File: config.mk
export PLATFORM = sky130hd
export DESIGN_NAME = apb_memwait_bridge
export DESIGN_NICKNAME = d
export VERILOG_FILES = /design/src/rtl/mw_pkg.sv /design/src/rtl/mw_setup_decode.sv /design/src/rtl/mw_seq_fsm.sv /design/src/rtl/mw_rdata_reg.sv /design/src/rtl/apb_memwait_bridge.sv
export SDC_FILE = /design/constraint.sdc
export NUM_CORES = 1
export LEC_CHECK = 0
export ABC_AREA = 1
export BUFFER_PORTS_ARGS = -buffer_cell sky130_fd_sc_hd__buf_2
export CORE_MARGIN = 1
export CORE_UTILIZATION = 30
export DETAILED_ROUTE_END_ITERATION = 6
export SYNTH_ARGS = -nofsm -noshare
export SYNTH_HDL_FRONTEND = slang
export SYNTH_SLANG_ARGS = --single-unit
File: constraint.sdc
create_clock -name clk -period 1.3 [get_ports clk]
set_input_delay 0.26 -clock clk [delete_from_list [all_inputs] [get_ports clk]]
set_output_delay 0.26 -clock clk [all_outputs]
set_load 0.005 [all_outputs]
File: src/rtl/mw_pkg.sv
package mw_pkg;
  typedef enum logic [1:0] {
    MW_IDLE    = 2'd0,
    MW_RD_WAIT = 2'd1,
    MW_WR_WAIT = 2'd2,
    MW_DONE    = 2'd3
  } mw_state_e;
endpackage

File: src/rtl/mw_setup_decode.sv
// Detects the first cycle of a transfer and drives the memory request port.
module mw_setup_decode #(
  parameter int ADDR_W = 8,
  parameter int DATA_W = 32
) (
  input  logic              idle,
  input  logic              apb_sel,
  input  logic              apb_enable,
  input  logic              apb_write,
  input  logic [ADDR_W-1:0] apb_addr,
  input  logic [DATA_W-1:0] apb_wdata,
  output logic              setup_hit,
  output logic              setup_is_wr,
  output logic              mem_req,
  output logic              mem_we,
  output logic [ADDR_W-1:0] mem_addr,
  output logic [DATA_W-1:0] mem_wdata
);
  always_comb begin
    setup_hit   = idle && apb_sel && !apb_enable;
    setup_is_wr = setup_hit && apb_write;
    mem_req     = setup_hit;
    mem_we      = setup_is_wr;
    mem_addr    = setup_hit ? apb_addr : '0;
    mem_wdata   = setup_is_wr ? apb_wdata : '0;
  end
endmodule

File: src/rtl/mw_seq_fsm.sv
// Transfer sequencer: read waits follow the memory's valid strobe,
// write waits follow a fixed down-counter.
module mw_seq_fsm
  import mw_pkg::*;
#(
  parameter int WR_LAT = 1,
  parameter int CNT_W  = 3
) (
  input  logic clk,
  input  logic rst_n,
  input  logic setup_hit,
  input  logic setup_is_wr,
  input  logic rd_valid,
  output logic idle,
  output logic capture,
  output logic ready
);
  localparam logic [CNT_W-1:0] WR_LOAD = (WR_LAT == 0) ? '0 : CNT_W'(WR_LAT - 1);

  mw_state_e        state_q, state_d;
  logic [CNT_W-1:0] cnt_q, cnt_d;
  logic             cnt_en;

  always_comb begin
    state_d = state_q;
    cnt_d   = cnt_q;
    cnt_en  = 1'b0;
    unique case (state_q)
      MW_IDLE: begin
        if (setup_hit) begin
          if (!setup_is_wr) begin
            state_d = MW_RD_WAIT;
          end else if (WR_LAT == 0) begin
            state_d = MW_DONE;
          end else begin
            state_d = MW_WR_WAIT;
            cnt_d   = WR_LOAD;
            cnt_en  = 1'b1;
          end
        end
      end
      MW_RD_WAIT: begin
        if (rd_valid) state_d = MW_DONE;
      end
      MW_WR_WAIT: begin
        if (cnt_q == '0) begin
          state_d = MW_DONE;
        end else begin
          cnt_d  = cnt_q - 1'b1;
          cnt_en = 1'b1;
        end
      end
      MW_DONE: state_d = MW_IDLE;
      default: state_d = MW_IDLE;
    endcase
  end

  always_ff @(posedge clk or negedge rst_n) begin
    if (!rst_n) begin
      state_q <= MW_IDLE;
    end else begin
      state_q <= state_d;
    end
  end

  always_ff @(posedge clk or negedge rst_n) begin
    if (!rst_n) begin
      cnt_q <= '0;
    end else if (cnt_en) begin
      cnt_q <= cnt_d;
    end
  end

  always_comb begin
    idle    = (state_q == MW_IDLE);
    capture = (state_q == MW_RD_WAIT) && rd_valid;
    ready   = (state_q == MW_IDLE) || (state_q == MW_DONE);
  end
endmodule

File: src/rtl/mw_rdata_reg.sv
// Read-data holding register, loaded only on the capture strobe.
module mw_rdata_reg #(
  parameter int DATA_W = 32
) (
  input  logic              clk,
  input  logic              rst_n,
  input  logic              capture,
  input  logic [DATA_W-1:0] mem_rdata,
  output logic [DATA_W-1:0] rdata
);
  logic [DATA_W-1:0] rdata_q, rdata_d;

  always_comb begin
    rdata_d = capture ? mem_rdata : rdata_q;
  end

  always_ff @(posedge clk or negedge rst_n) begin
    if (!rst_n) begin
      rdata_q <= '0;
    end else if (capture) begin
      rdata_q <= rdata_d;
    end
  end

  assign rdata = rdata_q;
endmodule

File: src/rtl/apb_memwait_bridge.sv
module apb_memwait_bridge #(
  parameter int ADDR_W = 8,
  parameter int DATA_W = 32,
  parameter int RD_LAT = 2,
  parameter int WR_LAT = 1
) (
  input  logic              clk,
  input  logic              rst_n,
  input  logic              apb_sel,
  input  logic              apb_enable,
  input  logic              apb_write,
  input  logic [ADDR_W-1:0] apb_addr,
  input  logic [DATA_W-1:0] apb_wdata,
  output logic [DATA_W-1:0] apb_rdata,
  output logic              apb_ready,
  output logic              apb_slverr,
  output logic              mem_req,
  output logic              mem_we,
  output logic [ADDR_W-1:0] mem_addr,
  output logic [DATA_W-1:0] mem_wdata,
  input  logic [DATA_W-1:0] mem_rdata,
  input  logic              mem_rvalid
);
  localparam int LAT_MAX = 7;
  localparam int CNT_W   = $clog2(LAT_MAX + 1);

  if (RD_LAT < 1 || RD_LAT > LAT_MAX) begin : g_bad_rd_lat
    $error("RD_LAT must lie in 1..7");
  end
  if (WR_LAT < 0 || WR_LAT > LAT_MAX) begin : g_bad_wr_lat
    $error("WR_LAT must lie in 0..7");
  end

  logic idle;
  logic setup_hit;
  logic setup_is_wr;
  logic capture;

  mw_setup_decode #(.ADDR_W(ADDR_W), .DATA_W(DATA_W)) u_decode (
    .idle        (idle),
    .apb_sel     (apb_sel),
    .apb_enable  (apb_enable),
    .apb_write   (apb_write),
    .apb_addr    (apb_addr),
    .apb_wdata   (apb_wdata),
    .setup_hit   (setup_hit),
    .setup_is_wr (setup_is_wr),
    .mem_req     (mem_req),
    .mem_we      (mem_we),
    .mem_addr    (mem_addr),
    .mem_wdata   (mem_wdata)
  );

  mw_seq_fsm #(.WR_LAT(WR_LAT), .CNT_W(CNT_W)) u_fsm (
    .clk         (clk),
    .rst_n       (rst_n),
    .setup_hit   (setup_hit),
    .setup_is_wr (setup_is_wr),
    .rd_valid    (mem_rvalid),
    .idle        (idle),
    .capture     (capture),
    .ready       (apb_ready)
  );

  mw_rdata_reg #(.DATA_W(DATA_W)) u_rdata (
    .clk       (clk),
    .rst_n     (rst_n),
    .capture   (capture),
    .mem_rdata (mem_rdata),
    .rdata     (apb_rdata)
  );

  assign apb_slverr = 1'b0;
endmodule

==> impl_results.md <==
- Status: complete, but fails checks
- Failing checks: setup timing
- Crit path launch: u_fsm.state_q[1]$_DFFE_PN0P_
- Clk Latency, worst-skew pair: around 280 ps
- I/O Buffers: approximately 150
- Max clock buf depth: 2
- Peak Freq: around 570 MHz
- Drt drc: 0
- CTS H-tree lvls: 2
- HPWL Detailed: between 3000 and 4000 µm
- Via count: 1,964
- Worst IR Drop VDD: 0.001182 V
- Iter 0 DRT Violations: 24
- Worst slack at placement: -233.6 ps
- Die height: 85.48 µm
- Routed len/inst: 11.04 µm
- Final hold viol count: 0
- Fin Hold WS: 202.3 ps
- Seq/Total Area, Yosys: 0.4428
- Max-cap violations: 0
- Netlist cell types: 17
- Fin Clk Skew: about 4.3 ps
- Die width: 85.48 µm
- Pwr Density: 1845 nW/µm²
- Hold path startpoint: mem_rdata[18]
- CP endpoint kind: primary output
- ANT nets after route: 0
- PnR worst setup slack: -446.3 ps
- Via-to-Cell Ratio: just over 4
- Synth Instances: 215
- Clock sink total: 37
- Vias in the first global route: between 1,500 and 2,000
- Sw Share: 0.3258
- Reg2reg start: u_fsm.state_q[1]$_DFFE_PN0P_
- Ys Warns: 0
- Cell Area, Synth: 2091 µm²
- Worst R2R End: u_fsm.cnt_q[1]$_DFFE_PN0P_
- Initial antenna violation count: 0
- Critical Path Start Type: flip-flop
- CTS tree: done
- Gpl congestion: 0.7372
- Comb power frac: 0.556
- Sequential Power Share: 0.308
- R2R Setup Slk: -340 ps
- WL final: about 5300 µm
- Number of diodes: 0
- IO Count: 154
- Final nets: 481
- Worst path arrival time: 1490 ps
- Flops & latches, synth: 37
- Post-synth net total: around 300
- Period utilization: 1.343
- CP Capture Point: mem_wdata[19]
- Initial Util: 0.3094
- Largest net degree at the start of global routing: 26
- RSZ-0062 raised after global routing: yes
- Cell internal pwr: 4.477 mW
- R2R depth: 11
- Root Driver: clkbuf_8
- Fin. max-slew vios: 0
- Static Leakage: 2.211 nW
- # fillers: 591
- Layout area overhead: 72.17%
- Worst min path class: in -> reg
- Drt pass-1 iters: 5
- GRT Overall Usage: 0.1359
- Clock power share: 0.136
- Critical path class: reg -> out
- Sw power: about 2.2 mW
- Critical Path Fanout Max: 8
- Min Tclk post-route: 1746 ps
- Row Count: 30
- CTS Buf Count: 5
- Leading cell types in the layout, fill and taps excluded: buf_2 (151), inv_1 (50), dfrtp_1 (37)
- Core Box Area: between 6000 and 7000 µm²
- Final setup viols: 80
- Layout cells sized above 1: 0.6792
- Grt ovf: 0
- Commonest non-fill, non-tap cell in the layout: buf_2
- Synthesized area per cell: 9.724 µm²
- CP required: about 1000 ps
- First-pass GRT wire length: 7900 µm
- Clk pin slew, worst setup/hold paths: roughly 80 ps
- Die Footprint: 7307 µm²
layout make-up:
type	count	area [µm²]	area share
sequential	37	925.9	0.2572
inverter	53	198.9	0.05527
clock buffer	7	96.34	0.02676
multi-input combinational	117	1080	0.3000
tap	80	100.1	0.02781
timing repair buffer	184	1190	0.3306
clock inverter	1	8.758	0.002433
repair_timing:
| action | 4_1_cts | 5_1_grt |
|---|---|---|
| setup buffers | 11 | 7 |
| pin swaps | 2 | 3 |
| endpoints found under the hold margin | 12 | 0 |
| cloned | 2 | 1 |
| hold buffers | 1 | 0 |
| resized for setup | 26 | 29 |
| setup endpoints to repair | 80 | 80 |
how the worst min path moves through the flow:
stage | endpoint | slack (ps) | cells past startpoint
final | u_rdata.rdata[18]$_DFFE_PN0P_ | 200 | 2
after global routing | u_rdata.rdata[18]$_DFFE_PN0P_ | 190 | 2
after CTS | u_rdata.rdata[23]$_DFFE_PN0P_ | 190 | 2
after detailed placement | u_rdata.rdata[17]$_DFFE_PN0P_ | 170 | 1
after global placement | u_rdata.rdata[11]$_DFFE_PN0P_ | 180 | 1
after floorplan | u_fsm.cnt_q[0]$_DFFE_PN0P_ | -40 | 0
synthesized netlist by cell type (all sizes together):
cell type / instances / area share
inv: 53 / 0.095
nor2: 44 / 0.079
dfrtp: 37 / 0.44
mux2: 32 / 0.23
nand2: 28 / 0.055
buf: 8 / 0.043
ha: 5 / 0.030
nand3: 5 / 0.014
a21oi: 1 / 0.0024
conb: 1 / 0.0018
nand4: 1 / 0.010
metrics by stage:
| step | instances | total power, mW | instance area, µm² | setup TNS (ps) | util |
|---|---|---|---|---|---|
| 6_report | 479 | 6.641 | 3600 | -24000 | 0.5328 |
| 5_1_grt | 479 | 7.103 | 3600 | -29140 | 0.5328 |
| 4_1_cts | 475 | 6.452 | 3441 | -23300 | 0.5093 |
| 3_5_place_dp | 453 | 4.999 | 3077 | -14070 | 0.4554 |
| 3_3_place_gp | 453 | 4.944 | 3077 | -11850 | 0.4554 |
| 2_1_floorplan | 215 | 3.931 | 2186 | -2910 | - |
sequential cells by signal, indices dropped and copies added (netlist names):
name,cells
u_fsm.cnt_q,3
u_fsm.state_q,2
u_rdata.rdata,32
power by group through the flow:
stage	Sequential (mW)	Combinational (mW)	Clock [mW]
after detailed placement	2.03	2.97	0
after global routing	2.12	4.01	0.976
after CTS	2.05	3.48	0.925
after floorplan	2.08	1.85	0
after global placement	2.05	2.89	0
final	2.05	3.69	0.900
worst max-delay path: stages (launching register included):
cell and delay, ps:
dfrtp_1 390, inv_2 90, ha_4 150, nand4_4 150
clkbuf_16 230, nor2_2 70, buf_2 110
cells by family (layout without fill, tap and decap cells):
family | after synthesis | after routing | synth area share
flops | 37 | 37 | 0.4428
simple gates | 78 | 78 | 0.1586
other cells | 1 | 1 | 0.001794
mux | 32 | 32 | 0.2262
compound gates | 1 | 1 | 0.002391
buf+inv | 61 | 245 | 0.1382
fa+ha+maj | 5 | 5 | 0.02992
metal layers:
layer / vias to the layer above / GRT usage / share of wire
met5: - / 0 / 0
met4: 0 / 0.03485 / 0.0079
met3: 5 / 0.03891 / 0.076
met2: 87 / 0.2516 / 0.52
met1: 880 / 0.1522 / 0.40
li1: 992 / - / -
Power figures use the tool's default switching activity.
